File: src/rtl/rwa_pkg.sv
package rwa_pkg;

   // native width code stored per 4-byte slot
   typedef enum logic [1:0] {
      SLOT_NONE = 2'd0,
      SLOT_BYTE = 2'd1,
      SLOT_HALF = 2'd2,
      SLOT_WORD = 2'd3
   } slot_code_e;

   typedef enum logic [1:0] {
      MODE_PASS  = 2'd0,
      MODE_SPLIT = 2'd1,
      MODE_RMW   = 2'd2,
      MODE_FAIL  = 2'd3
   } plan_mode_e;

   // translation of one upstream request
   typedef struct packed {
      plan_mode_e mode;
      logic [1:0] beat_log;   // log2 bytes of each downstream beat
      logic [1:0] acc_log;    // log2 bytes of the upstream access
      logic [2:0] beats;      // number of downstream beats
      logic [4:0] shift;      // lane position in bits for narrow accesses
   } plan_t;

   // default mixed layout, scaled to the slot count
   function automatic slot_code_e mixed_code(input int idx, input int n);
      if (idx < n / 8)          return SLOT_BYTE;
      if (idx < (n * 5) / 16)   return SLOT_HALF;
      if (idx < n / 2)          return SLOT_WORD;
      if (idx < (n * 3) / 4)    return SLOT_BYTE;
      if (idx < (n * 7) / 8)    return SLOT_HALF;
      return SLOT_NONE;
   endfunction

endpackage

File: src/rtl/rwa_slot_lut.sv
module rwa_slot_lut
   import rwa_pkg::*;
#(
   parameter int SLOT_BITS = 7,
   parameter int LAYOUT    = 0
) (
   input  logic [SLOT_BITS-1:0] slot,
   output slot_code_e           code
);
   localparam int NUM_SLOTS = 1 << SLOT_BITS;

   logic [1:0] tbl [NUM_SLOTS];

   generate
      if (LAYOUT == 0) begin : g_mixed
         for (genvar i = 0; i < NUM_SLOTS; i++) begin : g_ent
            assign tbl[i] = mixed_code(i, NUM_SLOTS);
         end
      end else begin : g_flat
         for (genvar i = 0; i < NUM_SLOTS; i++) begin : g_ent
            assign tbl[i] = SLOT_WORD;
         end
      end
   endgenerate

   assign code = slot_code_e'(tbl[slot]);
endmodule

File: src/rtl/rwa_planner.sv
module rwa_planner
   import rwa_pkg::*;
#(
   parameter int ADDR_W = 16
) (
   input  logic [1:0]        acc_size,
   input  logic              acc_we,
   input  logic [ADDR_W-1:0] acc_addr,
   input  logic              in_range,
   input  slot_code_e        code,
   output plan_t             plan,
   output logic [ADDR_W-1:0] base
);
   logic [1:0] nlog, wlog, c, lane;
   logic [2:0] nbytes, wbytes, diff;

   always_comb begin
      c      = code;
      nlog   = (acc_size > 2'd2) ? 2'd2 : acc_size;
      wlog   = (c == 2'd0) ? 2'd0 : c - 2'd1;
      nbytes = 3'd1 << nlog;
      wbytes = 3'd1 << wlog;
      lane   = acc_addr[1:0] & 2'(wbytes - 3'd1);
      diff   = wbytes - {1'b0, lane} - nbytes;

      plan.mode     = MODE_FAIL;
      plan.beat_log = wlog;
      plan.acc_log  = nlog;
      plan.beats    = 3'd0;
      plan.shift    = 5'd0;
      base          = acc_addr;

      if (!in_range || code == SLOT_NONE) begin
         plan.mode = MODE_FAIL;
      end else if (nlog == wlog) begin
         plan.mode  = MODE_PASS;
         plan.beats = 3'd1;
      end else if (nlog > wlog) begin
         plan.mode  = MODE_SPLIT;
         plan.beats = nbytes >> wlog;
      end else begin
         plan.mode  = MODE_RMW;
         plan.beats = acc_we ? 3'd2 : 3'd1;
         plan.shift = {diff[1:0], 3'b000};
         base       = acc_addr & ~{{(ADDR_W-3){1'b0}}, wbytes - 3'd1};
      end
   end
endmodule

File: src/rtl/rwa_sequencer.sv
module rwa_sequencer
   import rwa_pkg::*;
#(
   parameter int ADDR_W = 16,
   parameter int DATA_W = 32
) (
   input  logic              clk,
   input  logic              rst_n,
   input  logic              up_valid,
   input  logic              up_we,
   input  logic [DATA_W-1:0] up_wdata,
   input  plan_t             plan,
   input  logic [ADDR_W-1:0] base,
   output logic              up_ready,
   output logic [DATA_W-1:0] up_rdata,
   output logic              up_err,
   output logic              dn_valid,
   output logic              dn_we,
   output logic [1:0]        dn_size,
   output logic [ADDR_W-1:0] dn_addr,
   output logic [DATA_W-1:0] dn_wdata,
   input  logic              dn_ready,
   input  logic [DATA_W-1:0] dn_rdata
);
   typedef enum logic [1:0] {ST_IDLE, ST_BEAT, ST_DONE} st_e;

   st_e               st_q;
   plan_t             plan_q;
   logic [ADDR_W-1:0] base_q;
   logic              we_q, err_q;
   logic [DATA_W-1:0] wdata_q, acc_q, rdata_q;
   logic [2:0]        cnt_q;

   logic [DATA_W-1:0] beat_mask, acc_mask, acc_next, final_rd, merged;
   logic [5:0]        beat_bits, slice_sh;
   logic              last_beat, beat_we;

   function automatic logic [DATA_W-1:0] lane_mask(input logic [1:0] lg);
      case (lg)
         2'd0:    return DATA_W'(32'h0000_00FF);
         2'd1:    return DATA_W'(32'h0000_FFFF);
         default: return '1;
      endcase
   endfunction

   always_comb begin
      beat_mask = lane_mask(plan_q.beat_log);
      acc_mask  = lane_mask(plan_q.acc_log);
      beat_bits = 6'd8 << plan_q.beat_log;
      last_beat = (cnt_q == plan_q.beats - 3'd1);
      beat_we   = (plan_q.mode == MODE_RMW) ? (cnt_q != 3'd0) : we_q;
      slice_sh  = 6'(32'(plan_q.beats - 3'd1 - cnt_q) * 32'(beat_bits));
      merged    = (acc_q & ~(acc_mask << plan_q.shift))
                | ((wdata_q & acc_mask) << plan_q.shift);
      acc_next  = (plan_q.mode == MODE_RMW) ? (dn_rdata & beat_mask)
                : ((acc_q << beat_bits) | (dn_rdata & beat_mask));
      final_rd  = (plan_q.mode == MODE_RMW) ? ((acc_next >> plan_q.shift) & acc_mask)
                : acc_next;

      dn_valid = (st_q == ST_BEAT);
      dn_we    = beat_we;
      dn_size  = plan_q.beat_log;
      dn_addr  = base_q + ((plan_q.mode == MODE_SPLIT)
                           ? (ADDR_W'(cnt_q) << plan_q.beat_log) : '0);
      case (plan_q.mode)
         MODE_SPLIT: dn_wdata = (wdata_q >> slice_sh) & beat_mask;
         MODE_RMW:   dn_wdata = merged & beat_mask;
         default:    dn_wdata = wdata_q & beat_mask;
      endcase

      up_ready = (st_q == ST_DONE);
      up_rdata = rdata_q;
      up_err   = err_q;
   end

   always_ff @(posedge clk or negedge rst_n) begin
      if (!rst_n) begin
         st_q    <= ST_IDLE;
         plan_q  <= '0;
         base_q  <= '0;
         we_q    <= 1'b0;
         err_q   <= 1'b0;
         wdata_q <= '0;
         acc_q   <= '0;
         rdata_q <= '0;
         cnt_q   <= '0;
      end else begin
         case (st_q)
            ST_IDLE: begin
               if (up_valid) begin
                  plan_q  <= plan;
                  base_q  <= base;
                  we_q    <= up_we;
                  wdata_q <= up_wdata;
                  cnt_q   <= '0;
                  acc_q   <= '0;
                  rdata_q <= '0;
                  err_q   <= (plan.mode == MODE_FAIL);
                  st_q    <= (plan.mode == MODE_FAIL) ? ST_DONE : ST_BEAT;
               end
            end
            ST_BEAT: begin
               if (dn_ready) begin
                  if (!beat_we) acc_q <= acc_next;
                  cnt_q <= cnt_q + 3'd1;
                  if (last_beat) begin
                     rdata_q <= we_q ? '0 : final_rd;
                     st_q    <= ST_DONE;
                  end
               end
            end
            default: st_q <= ST_IDLE;
         endcase
      end
   end
endmodule

File: src/rtl/regwidth_adapter.sv
module regwidth_adapter
   import rwa_pkg::*;
#(
   parameter int ADDR_W    = 16,
   parameter int SLOT_BITS = 7,
   parameter int LAYOUT    = 0,
   parameter int DATA_W    = 32
) (
   input  logic              clk,
   input  logic              rst_n,
   input  logic              up_valid,
   output logic              up_ready,
   input  logic              up_we,
   input  logic [1:0]        up_size,
   input  logic [ADDR_W-1:0] up_addr,
   input  logic [DATA_W-1:0] up_wdata,
   output logic [DATA_W-1:0] up_rdata,
   output logic              up_err,
   output logic              dn_valid,
   input  logic              dn_ready,
   output logic              dn_we,
   output logic [1:0]        dn_size,
   output logic [ADDR_W-1:0] dn_addr,
   output logic [DATA_W-1:0] dn_wdata,
   input  logic [DATA_W-1:0] dn_rdata
);
   localparam int WIN_BITS = SLOT_BITS + 2;

   generate
      if (DATA_W != 32) begin : g_bad_data
         $error("regwidth_adapter: DATA_W must be 32");
      end
      if (SLOT_BITS < 4) begin : g_bad_slots
         $error("regwidth_adapter: SLOT_BITS must be at least 4");
      end
      if (ADDR_W < WIN_BITS) begin : g_bad_addr
         $error("regwidth_adapter: ADDR_W too small for the slot window");
      end
   endgenerate

   logic              in_range;
   slot_code_e        lut_code;
   plan_t             plan;
   logic [ADDR_W-1:0] base;

   generate
      if (ADDR_W > WIN_BITS) begin : g_range
         assign in_range = (up_addr[ADDR_W-1:WIN_BITS] == '0);
      end else begin : g_full
         assign in_range = 1'b1;
      end
   endgenerate

   rwa_slot_lut #(
      .SLOT_BITS(SLOT_BITS),
      .LAYOUT   (LAYOUT)
   ) u_lut (
      .slot(up_addr[WIN_BITS-1:2]),
      .code(lut_code)
   );

   rwa_planner #(
      .ADDR_W(ADDR_W)
   ) u_planner (
      .acc_size(up_size),
      .acc_we  (up_we),
      .acc_addr(up_addr),
      .in_range(in_range),
      .code    (lut_code),
      .plan    (plan),
      .base    (base)
   );

   rwa_sequencer #(
      .ADDR_W(ADDR_W),
      .DATA_W(DATA_W)
   ) u_seq (
      .clk     (clk),
      .rst_n   (rst_n),
      .up_valid(up_valid),
      .up_we   (up_we),
      .up_wdata(up_wdata),
      .plan    (plan),
      .base    (base),
      .up_ready(up_ready),
      .up_rdata(up_rdata),
      .up_err  (up_err),
      .dn_valid(dn_valid),
      .dn_we   (dn_we),
      .dn_size (dn_size),
      .dn_addr (dn_addr),
      .dn_wdata(dn_wdata),
      .dn_ready(dn_ready),
      .dn_rdata(dn_rdata)
   );
endmodule

File: config.mk
export PLATFORM = sky130hd
export DESIGN_NAME = regwidth_adapter
export DESIGN_NICKNAME = d
export VERILOG_FILES = /design/src/rtl/rwa_pkg.sv /design/src/rtl/rwa_slot_lut.sv /design/src/rtl/rwa_planner.sv /design/src/rtl/rwa_sequencer.sv /design/src/rtl/regwidth_adapter.sv
export SDC_FILE = /design/constraint.sdc
export NUM_CORES = 1
export LEC_CHECK = 0
export BUFFER_PORTS_ARGS = -buffer_cell sky130_fd_sc_hd__buf_2
export CAP_MARGIN = 25
export CORE_ASPECT_RATIO = 1.25
export CORE_MARGIN = 2
export CORE_UTILIZATION = 50
export CTS_CLUSTER_SIZE = 10
export DETAILED_ROUTE_END_ITERATION = 12
export PLACE_DENSITY = 0.83
export SYNTH_ARGS = -nofsm -noshare
export SYNTH_HDL_FRONTEND = slang
export SYNTH_SLANG_ARGS = --single-unit
File: constraint.sdc
create_clock -name clk -period 8.3 [get_ports clk]
set_input_delay 0.415 -clock clk [delete_from_list [all_inputs] [get_ports clk]]
set_output_delay 0.415 -clock clk [all_outputs]
set_load 0.02 [all_outputs]
=== Word-level counts from Yosys, hierarchy flattened ===
Memory sizes are Yosys's and may differ from the RTL's.
Index checks and enable logic that the tools add are counted.

* Equality and inequality tests: 13
* $add $sub $neg: 9
* Bitwise gates (word level): 14
* $mul: 1
* Magnitude comparators: 3
* Mux-type cells: 39
* Shift-type cells: 10
* Reductions and logical operators: 14

{| class="wikitable"
|+ Operators by type and width
! operator !! number
|-
| 32-bit one-hot mux with 2 select lines || 5
|-
| 32-bit two-way mux || 8
|-
| 32-bit AND || 7
|-
| 16-bit two-way mux || 4
|-
| 32-bit bitwise OR || 2
|-
| 32-bit by 5-bit << shifter with 32-bit output || 2
|-
| 32-bit by 6-bit multiplier with 6-bit output || 1
|-
| 32-bit inverter || 1
|-
| 32-bit by 6-bit << shifter with 32-bit output || 1
|-
| 32-bit by 5-bit >> shifter with 32-bit output || 1
|-
| 32-bit by 6-bit >> shifter with 32-bit output || 1
|-
| 32-bit by 3-bit subtractor with 32-bit output || 1
|-
| 2-bit two-way mux || 12
|-
| 16-bit adder || 1
|-
| 16-bit AND || 1
|-
| 3-bit inverter with 16-bit output || 1
|-
| 3-bit by 2-bit << shifter with 16-bit output || 1
|-
| 3-bit two-way mux || 4
|-
| 5-bit two-way mux || 2
|-
| 2-bit by 1-bit equality test with 1-bit output, second input constant || 4
|-
| 8-bit >= comparator, second input constant || 1
|-
| 2-bit logical NOT || 4
|-
| 8-bit two-way mux || 1
|-
| 7-bit inverter with 8-bit output || 1
|-
| other kinds (27) || 36
|}

* Register bits: 133
* Output and inout port bits: 86
* ROM bits: 256
* Logic and storage cells: 117
* Input port bits: 87
* Memories kept: 1

{| class="wikitable"
|+ Memory list
! memory !! depth !! bits a word !! read ports !! clocked after Yosys merged registers in !! write ports !! line !! source
|-
| (no name shown) || 128 || 2 || 1 || 0 || 0 || rwa_slot_lut.sv:26 || <nowiki>assign code = slot_code_e'(tbl[slot]);</nowiki>
|}

=== Longest topological paths before layout ===
Gate-level depths: netlist of the first run.

* Depth after elaboration: 14
* Gate-level depth with buffers: 15

=== Hierarchy ===
Synthesis of the first run repeated with hierarchy kept, for this count alone.

* Cell total of the unflattened synthesis: 1646
* Area total of the unflattened synthesis: 13613.1 um^2

{| class="wikitable"
|+ By module, submodules not included
! module !! instances !! area each (um^2) !! sequential area each (um^2) !! cells an instance
|-
| rwa_sequencer || 1 || 13148.9 || 3328.2 || 1579
|-
| rwa_planner || 1 || 416.6 || 0.0 || 60
|-
| rwa_slot_lut || 1 || 27.5 || 0.0 || 5
|-
| regwidth_adapter || 1 || 20.0 || 0.0 || 2
|}

=== Worst setup path after synthesis of the first run ===
Ideal clock, no wire load.

* Kind: reg-to-output
* Start point: register u_seq.plan_q (netlist bit u_seq.dn_size[0])
* End point: output port dn_addr[6]
* Path slack: 4394 ps
* Stages on the path, launching flop included: 15
* Path buffers: 5
* Arrival time: 3491 ps
* Cell sequence: dfrtp_1 -> buf_6 -> buf_4 -> buf_2 -> buf_2 -> inv_1 -> nand2_1 -> clkbuf_1 -> nor3_1 -> ha_1 -> fa_1 -> a21oi_1 -> o21ai_0 -> o31ai_1 -> a21boi_0

* Cells in the longest elaborated chain, start to end: 3

{| class="wikitable"
|+ Ends and longest elaborated chain
! element !! line !! source
|-
| start: declaration || rwa_sequencer.sv:28 || <nowiki>plan_t plan_q;</nowiki>
|-
| start signal: assignment || rwa_sequencer.sv:91 || <nowiki>plan_q <= plan;</nowiki>
|-
| 3-bit by 2-bit << shifter with 16-bit output || rwa_sequencer.sv:64 || <nowiki>? (ADDR_W'(cnt_q) << plan_q.beat_log) : '0);</nowiki>
|-
| 16-bit two-way mux || rwa_sequencer.sv:64 ||
|-
| 16-bit adder || rwa_sequencer.sv:63 || <nowiki>dn_addr = base_q + ((plan_q.mode == MODE_SPLIT)</nowiki>
|-
| end: declaration || regwidth_adapter.sv:23 || <nowiki>output logic [ADDR_W-1:0] dn_addr,</nowiki>
|}

No other way between the ends.

=== Worst setup path in the final report of the first run ===
* Start point: register u_seq.plan_q[5] (netlist bit)
* End point: output port dn_wdata[17]

* Cells in the longest elaborated chain, start to end: 6

{| class="wikitable"
|+ Ends and longest elaborated chain
! element !! line !! source
|-
| 3-bit by 1-bit subtractor with 4-bit output || rwa_sequencer.sv:52 || <nowiki>slice_sh = 6'(32'(plan_q.beats - 3'd1 - cnt_q) * 32'(beat_bits));</nowiki>
|-
| 32-bit by 3-bit subtractor with 32-bit output || rwa_sequencer.sv:52 ||
|-
| 32-bit by 6-bit multiplier with 6-bit output || rwa_sequencer.sv:52 ||
|-
| 32-bit by 6-bit >> shifter with 32-bit output || rwa_sequencer.sv:66 || <nowiki>MODE_SPLIT: dn_wdata = (wdata_q >> slice_sh) & beat_mask;</nowiki>
|-
| 32-bit AND || rwa_sequencer.sv:66 ||
|-
| 32-bit one-hot mux with 2 select lines || rwa_sequencer.sv:65 || <nowiki>case (plan_q.mode)</nowiki>
|-
| end: declaration || regwidth_adapter.sv:24 || <nowiki>output logic [DATA_W-1:0] dn_wdata,</nowiki>
|}

No other way between the ends.

==> results.cfg, run 1 <==
[outcome]
outcome = finished clean

[floorplanning]
start_util_pct = 51.1
dieArea_um2 = 19700
die_h_um = 156
die_w_um = 126
pin_count = 173
coreArea_um2 = 18200
row_count = 55

[cts]
clk_latency_ns = 0.43
cts_tree = built
cts.clk_slew.worst_paths_ns = 0.06
cts_resized = 0
hold_buffers = 0
numClockSinks = 130
cts_setup_buffers = 0
h-tree-depth = 4
numCtsBuffers = 17
clock-root-buffer = clkbuf_16
cts_max_path_buffers = 2

[synthesis]
ys.flop_type = dfrtp_1
ys_async_sr_fraction_pct = 100
syn_inst = 1130
seq_area_frac_synth_pct = 35.1
yosys_warnings = 0
ys_types = 75
yosysTopAreaCell = dfrtp_1
synth_area_per_cell_um2 = 8.21
syn_nets = 1236
synth_seq_cells = 130
ys_top_cells_by_area = dfrtp_1 35%, nand2_1 11%, o21ai_0 4.2%
synth_top_area_share_pct = 35.1
yosys-top-cells-count = 280 x nand2_1, 130 x dfrtp_1, 77 x o21ai_0
synth_edf_count = 0
synth_area_um2 = 9280
synth.most_common_cell = nand2_1

[sta]
max_slew.worst_pin.slew_ns = 1.07
fmax_ghz = 0.234
fin_worst_skew_ns = 0.00750
rsz0062_at_grt = false
finalMaxSlewViolations = 0
hold_viol_final = 0
fin_setup_tns_ns = 0
setup_viol = 0
fin_crit_sh_pct = 51.4
slew_headroom_pct = 28.0
setup_ws_ns = 4.03
whs_ns = 0.0696
fin_crit_ns = 4.27

[placement]
post-place-ws_ns = 4.53
dp_hpwl_mm = 21.9
dpl.cell_count = 1453
portBuffers = 172
place.gp.congestion = 0.994

[critical_path]
crit_path_start = u_seq.plan_q[5]
cpPeakStageDelay_ns = 0.64
path_class = reg2out
cp_cell_sequence = inv_1 > ha_1 > fa_1 > nor2_1 > ha_1 > nand2b_1 > a2111oi_4 > nor2_2 > a21oi_1 > buf_2
crit_path_frequent_cell = ha_1
worst-path-buf-inv = 2
cpMaxStageDelayCell = ha_1
worstPathArrival_ns = 3.85
critPathTopFamily = adder cells
critical_path_required_ns = 7.89
cp-end-kind = output pin
r2r_slack_ns = 5.24
ff2ff_path_depth = 8
r2r_start = u_seq.plan_q[12]
cp.depth = 10
crit_path_start_kind = flip-flop
crit_fanout = 26
rr_endpoint = u_seq.up_rdata[0]

[cells_and_area]
layout-drive-gt1-share_pct = 20.9
stdcell_count = 1486
regArea_um2 = 3260
synthToLayoutAreaGrowth_pct = 14.6
multi_input_area_um2 = 5480
antenna-diode-count = 0
fillerInstances = 1664
nets = 1351

[global_routing]
grtUsageTotal_pct = 31.6
first_global_vias = 8677
antenna_found_initial = 0
grt_max_degree = 89
grt-ovfl-total = 0
grt_pass1_wl_mm = 48.5

[route]
drt_iter0_markers = 1178
viasPerCell = 6.26
vias = 9302
detail_route.wl_per_cell_um = 21.0
drc = 0
antenna_left = 0
first_pass_iters = 8
wl_mm = 31.2

[hold_path]
hp-class = in2async

[run]
cap_violations = 0

[power]
power-per-cell-area_nw_per_um2 = 181
ir_drop_uv = 147
leakage_nw = 5.00
[cells by family after synthesis]
logic type | synth area share, %
simple gates | 23.7
buf+inv | 5.99
mux | 7.31
compound gates | 23.2
fa+ha+maj | 2.81
xor+xnor | 1.97
flops | 35.1
[layout by cell type, fill, tap and decap left out, types with 9 or more instances in the layout]
cell type,synthesis,final
nand3_1,36,36
a22oi_1,17,17
ha_1,16,15
a32o_1,9,9
nor2b_1,20,20
buf_4,5,11
inv_1,24,24
nand2_1,280,279
mux2i_1,32,32
o21ai_0,77,77
mux2_2,14,14
nor3_1,11,11
nor2_1,61,61
o31ai_1,11,11
a22o_1,26,26
nand4_1,9,9
buf_2,11,171
o211ai_1,11,11
a21oi_1,72,72
dfrtp_1,130,128
clkbuf_16,0,17
o22ai_1,12,12
a32oi_1,14,14
nand2b_1,24,24
[through the flow]
step           util [%]  cell area (um^2)  total power, mW
4_1_cts            58.4             10600             1.91
6_report           58.5             10600             1.92
3_5_place_dp       55.3             10000             1.19
3_3_place_gp       55.3             10000             1.18
2_1_floorplan         -              9280             1.05
5_1_grt            58.5             10600             1.99
[worst register-to-register path: cells and delay by family, from the launching register on]
kind            cells  cell delay, ns
fa+ha+maj           1            0.16
buf+inv             2            0.58
flops               1            0.39
compound gates      3            0.85
simple gates        1            0.59
mux                 1            0.37
[how the worst max path moves through the flow]
stage / endpoint
finish: dn_wdata[17]
global route: dn_wdata[23]
CTS: dn_wdata[23]
detailed placement: dn_wdata[23]
global placement: dn_wdata[18]
floorplan: dn_addr[6]
[where the power goes]
group	switching (mW)	internal, mW	total [mW]
Combinational	0.277	0.179	0.455
Clock	0.298	0.427	0.725
Sequential	0.0686	0.670	0.739
[sequential cells by signal, indices dropped and copies added (netlist names)]
signal,flops
u_seq.up_rdata,32
u_seq.wdata_q,32
u_seq.dn_size,2
u_seq.plan_q,9
u_seq.acc_q,32
u_seq.base_q,16
u_seq.we_q,1
u_seq.st_q,2
u_seq.up_err,1
u_seq.cnt_q,3
[metal layers]
metal	routed length, um	global-route usage [%]	vias to the layer above
li1	-	-	4272
met1	12300	41.7	4348
met2	14700	51.1	581
met3	2900	5.95	101
met4	1290	13.9	0
met5	0	0	-
[cell type report]
| type | instances | share of cell area [%] |
|---|---|---|
| repair buffers | 183 | 9.01 |
| well taps | 228 | 2.68 |
| clock buffers | 20 | 4.30 |
| inverters | 24 | 0.847 |
| clock inverters | 12 | 1.01 |
| flip-flops and latches | 130 | 30.6 |
| multi-input cells | 889 | 51.5 |
No activity file was read; power rests on OpenSTA's default activity.
==> run 2: changes to the inputs <==
ABC_AREA = 1   (was unset)
clock period = 4 ns   (was 8.3 ns; I/O delays follow)
==> run 2 against run 1 <==
Against the previous run:
- highest routed layer unchanged
- critical path depth is 4 higher
- register-to-register slack got worse by 3.9 ns
- sequential cell count is the same
- die area increased by 3.5%
- clock skew grew 0.00086 ns
- clock-buffer cell count is 1 lower
- non-clock buffer count rose by 55
==> results.cfg, run 2 <==
[run]
cap_violations = 0

[synthesis]
yosysTopAreaCell = dfrtp_1
ys_top_cells_by_area = dfrtp_1 34%, nand2_1 21%, nand3_1 8.2%
syn_inst = 1525
ys.flop_type = dfrtp_1
synth_area_um2 = 9610
synth_seq_cells = 130
ys_types = 42
seq_area_frac_synth_pct = 33.8
yosys_warnings = 0
yosys-top-cells-count = 529 x nand2_1, 158 x nand3_1, 130 x dfrtp_1, 130 x o21ai_0, 125 x inv_1
synth.most_common_cell = nand2_1
synth_area_per_cell_um2 = 6.30
synth_top_area_share_pct = 33.8
synth_edf_count = 0
syn_nets = 1631
ys_async_sr_fraction_pct = 100

[sta]
max_slew.worst_pin.slew_ns = 0.867
fin_crit_ns = 3.58
hold_viol_final = 0
fin_crit_sh_pct = 89.5
whs_ns = 0.00451
fmax_ghz = 0.279
finalMaxSlewViolations = 0
fin_worst_skew_ns = 0.00835
slew_headroom_pct = 42.1
rsz0062_at_grt = false
setup_viol = 0
fin_setup_tns_ns = 0

[cts]
numClockSinks = 130
clock-root-buffer = clkbuf_16
numCtsBuffers = 17
cts_resized = 0
cts_max_path_buffers = 2
cts.clk_slew.worst_paths_ns = 0.06
h-tree-depth = 4
clk_latency_ns = 0.44
cts_tree = built

[critical_path]
crit_path_frequent_cell = inv_1
cp_cell_sequence = inv_1 > ha_1 > fa_1 > nor2_1 > ha_1 > inv_1 > o211ai_1 > nand2_1 > inv_1 > nand2_1 > nand2_2 > nand3_1 > a21oi_1 > buf_2
path_class = reg2out
r2r_start = u_seq.plan_q[5]
crit_path_start_kind = flip-flop
cp-end-kind = output pin
critical_path_required_ns = 3.80
cpPeakStageDelay_ns = 0.51
worst-path-buf-inv = 4
r2r_slack_ns = 1.30
crit_fanout = 32
critPathTopFamily = adder cells
worstPathArrival_ns = 3.38
rr_endpoint = u_seq.up_rdata[24]
cpMaxStageDelayCell = fa_1
crit_path_start = u_seq.plan_q[5]
ff2ff_path_depth = 10

[hold_path]
whs_path_depth = 3
min_to = u_seq.wdata_q[26]
hp-class = in2reg
min_from = up_wdata[26]

[route]
wl_mm = 38.1
detail_route.wl_per_cell_um = 19.6
drc = 0
viasPerCell = 5.90
vias = 11500
drt_iter0_markers = 1552
first_pass_iters = 6
antenna_left = 0

[global_routing]
grt_max_degree = 81
first_global_vias = 11000
grt-ovfl-total = 0
grt_pass1_wl_mm = 59.7
antenna_found_initial = 0
grtUsageTotal_pct = 37.6

[placement]
dp_hpwl_mm = 27.3
dpl.cell_count = 1872
portBuffers = 172
place.gp.congestion = 1.04

[cells_and_area]
utilization_pct = 61.4
synthToLayoutAreaGrowth_pct = 20.1
final_cell_mix = 529 x nand2_1, 171 x buf_2, 158 x nand3_1
antenna-diode-count = 0
layout_commonest_cell = nand2_1
nets = 1804
stdcell_count = 1943
layout-drive-gt1-share_pct = 14.8

[power]
power-per-cell-area_nw_per_um2 = 650
leakage_nw = 6.09
power_mw = 7.50
ir_drop_uv = 381

[floorplanning]
die_w_um = 128
coreArea_um2 = 18800
row_count = 56
start_util_pct = 51.2
die_h_um = 159
pin_count = 173
dieArea_um2 = 20400

[outcome]
outcome = finished clean
[run 2: cell types whose count changed in the layout (fill, tap and decap cells not counted), sizes merged, moves of 31 or more]
cell	change
dlygate4sd3	+39
inv	+115
nand3	+123
nor2	+54
nand2	+252
mux2i	-31
o21ai	+86
[run 2: cell families (layout without fill, tap and decap cells)]
logic type	Yosys count	count (layout)	share of synthesized area [%]
adders and majority gates	19	19	2.71
and+or+nand+nor	833	833	35.6
AOI/OAI and AO/OA	306	306	17.0
muxes	1	1	0.104
xor gates and xnor gates	15	15	1.37
DFF	130	130	33.8
buffers and inverters	221	407	9.35
[run 2: area by class of cell]
class	instances	area, um^2
well taps	232	290
flip-flops and latches	130	3250
multi-input cells	1174	5460
inverters	137	514
clock inverters	13	128
fillers	1833	7240
clock buffers	19	433
repair buffers	238	1460
[run 2: where the power goes]
group | switching [mW] | internal, mW | total [mW]
combinational | 2.81 | 1.14 | 3.95
clock | 0.668 | 0.865 | 1.53
sequential | 0.428 | 1.59 | 2.02
total | 3.90 | 3.59 | 7.50
[run 2: timing repair]
item,4_1_cts,5_1_grt
hold endpoints to repair,94,0
hold buffers,39,0
setup buffers,0,0
[run 2: worst max path at each step]
stage	slack, ns	to	cells after the start
2_1_floorplan	1.17	dn_wdata[14]	11
3_3_place_gp	0.96	dn_wdata[9]	14
3_5_place_dp	0.91	dn_wdata[9]	14
4_1_cts	0.46	dn_wdata[9]	14
5_1_grt	0.18	dn_wdata[9]	14
6_report	0.42	dn_wdata[17]	14
[run 2: worst reg2reg max path: cells and delay by family (launching register included)]
| kind | cells | cell delay [ns] |
|---|---|---|
| AOI/OAI and AO/OA | 3 | 0.78 |
| adders and majority gates | 2 | 0.58 |
| buffers and inverters | 3 | 0.56 |
| DFF | 1 | 0.36 |
| and+or+nand+nor | 2 | 0.34 |
[run 2: layer usage]
layer / global-route usage (%) / wire [um] / vias to the layer above
li1: - / - / 5322
met4: 23.7 / 2640 / 0
met2: 59.3 / 17300 / 752
met3: 7.22 / 3620 / 154
met1: 47.2 / 14500 / 5240
met5: 0 / 0 / -
[run 2: per-stage QoR]
| stage | instance area (um^2) | setup slack (ns) |
|---|---|---|
| floorplan | 9610 | 1.17 |
| global placement | 10600 | 0.961 |
| detailed placement | 10600 | 0.914 |
| CTS | 11500 | 0.457 |
| global route | 11500 | 0.184 |
| finish | 11500 | 0.418 |
==> run 3: changes to the inputs <==
PLACE_DENSITY = 0.73   (was 0.83)
==> run 3 against run 2 <==
Against the previous run:
- die area unchanged
- first-iteration DRC count fell by 14%
- setup slack worse by 0.038 ns
- non-clock buffer count is 2 higher
- maximum frequency decreased by 1.1%
- sequential cell count unchanged
- clock skew increased by 0.0076 ns
- global-route usage hardly changed
- design area up 0.58%
- largest power group unchanged
==> results.cfg, run 3 (synthesis gave the netlist of run 2 again) <==
[outcome]
outcome = finished clean

[cells_and_area]
stdcell_count = 1945
final_area_um2 = 11600
utilization_pct = 61.8
layout_commonest_cell = nand2_1
nets = 1806
synthToLayoutAreaGrowth_pct = 20.8
antenna-diode-count = 0
regArea_um2 = 3250
layout-drive-gt1-share_pct = 14.9
multi_input_area_um2 = 5460
fillerInstances = 1799
final_cell_mix = 529 x nand2_1, 171 x buf_2, 158 x nand3_1

[floorplanning]
die_h_um = 159
pin_count = 173
dieArea_um2 = 20400
coreArea_um2 = 18800
die_w_um = 128
row_count = 56
start_util_pct = 51.2

[route]
detail_route.wl_per_cell_um = 19.5
drt_iter0_markers = 1341
wl_mm = 37.8
antenna_left = 0
drc = 0
first_pass_iters = 6
viasPerCell = 5.85
vias = 11400

[cts]
cts_tree = built
clk_latency_ns = 0.44
cts_max_path_buffers = 2
numCtsBuffers = 17
numClockSinks = 130
cts_resized = 0
cts.clk_slew.worst_paths_ns = 0.06
cts_setup_buffers = 0
clock-root-buffer = clkbuf_16
h-tree-depth = 4

[hold_path]
whs_path_depth = 3
min_to = u_seq.wdata_q[10]
min_from = up_wdata[10]
hp-class = in2reg

[global_routing]
grt-ovfl-total = 0
antenna_found_initial = 0
first_global_vias = 10700
grt_max_degree = 81
grt_pass1_wl_mm = 59.4
grtUsageTotal_pct = 37.6

[sta]
fmax_ghz = 0.276
rsz0062_at_grt = false
setup_ws_ns = 0.380
setup_viol = 0
hold_viol_final = 0
whs_ns = 0.0103
fin_setup_tns_ns = 0
fin_crit_sh_pct = 90.5
slew_headroom_pct = 24.2
fin_worst_skew_ns = 0.0160
finalMaxSlewViolations = 0
max_slew.worst_pin.slew_ns = 1.12
fin_crit_ns = 3.62

[critical_path]
crit_path_start_kind = flip-flop
critical_path_required_ns = 3.80
crit_fanout = 32
r2r_start = u_seq.dn_size[0]
worstPathArrival_ns = 3.42
ff2ff_path_depth = 13
rr_endpoint = u_seq.up_rdata[0]
r2r_slack_ns = 1.13
cp-end-kind = output pin
path_class = reg2out

[placement]
dp_hpwl_mm = 27.7
place.gp.congestion = 1.02
dpl.cell_count = 1871
postPlaceCellArea_um2 = 10600
portBuffers = 172
post-place-ws_ns = 0.907

[power]
power_mw = 7.60
power-per-cell-area_nw_per_um2 = 655
leakage_nw = 6.11
ir_drop_uv = 393

[run]
cap_violations = 0
## run 3: cell types whose count changed in the layout (fill, tap and decap cells not counted), sizes merged
| cell | delta |
|---|---|
| dlygate4sd3 | +3 |
| inv | +5 |
| buf | -1 |
| clkinv | -4 |
| clkinvlp | +1 |
| clkbuf | -2 |
## run 3: worst max-delay path: stages (launching register included)
cell,delay (ns)
dfrtp_1,0.89
nor2_2,0.14
inv_2,0.34
nor2_1,0.08
ha_1,0.20
inv_1,0.05
o211ai_1,0.08
nand2_1,0.09
nand2_1,0.07
nand2_2,0.46
nand3_1,0.14
a21oi_1,0.23
buf_2,0.21
## run 3: layout make-up
cell class / count / area share (%)
Sequential cell: 130 / 28.0
Multi-Input combinational cell: 1174 / 47.1
Timing Repair Buffer: 240 / 12.9
Inverter: 137 / 4.43
Clock inverter: 15 / 1.44
Clock buffer: 17 / 3.67
Tap cell: 232 / 2.50
## run 3: how the worst max path moves through the flow
stage,startpoint,endpoint
finish,u_seq.dn_size[0],dn_wdata[18]
CTS,u_seq.plan_q[5],dn_wdata[18]
detailed placement,u_seq.plan_q[5],dn_wdata[18]
global route,u_seq.dn_size[0],dn_wdata[17]
global placement,u_seq.plan_q[5],dn_wdata[18]
floorplan,u_seq.plan_q[5],dn_wdata[14]
## run 3: what timing repair did
| item | in CTS | in global routing |
|---|---|---|
| setup endpoints to repair | 0 | 0 |
| hold endpoints to repair | 102 | 0 |
| hold buffers | 42 | 0 |
## run 3: routing by layer
layer | track usage [%] | wire, um
met4 | 22.4 | 2590
met2 | 60.5 | 17600
met5 | 0 | 0
met1 | 47.8 | 14600
met3 | 5.44 | 3080
## run 3: power breakdown
part | internal [mW] | switching, mW | leakage, nW
sequential | 1.59 | 0.455 | 1.71
clock | 0.889 | 0.719 | 0.285
combinational | 1.13 | 2.82 | 4.12
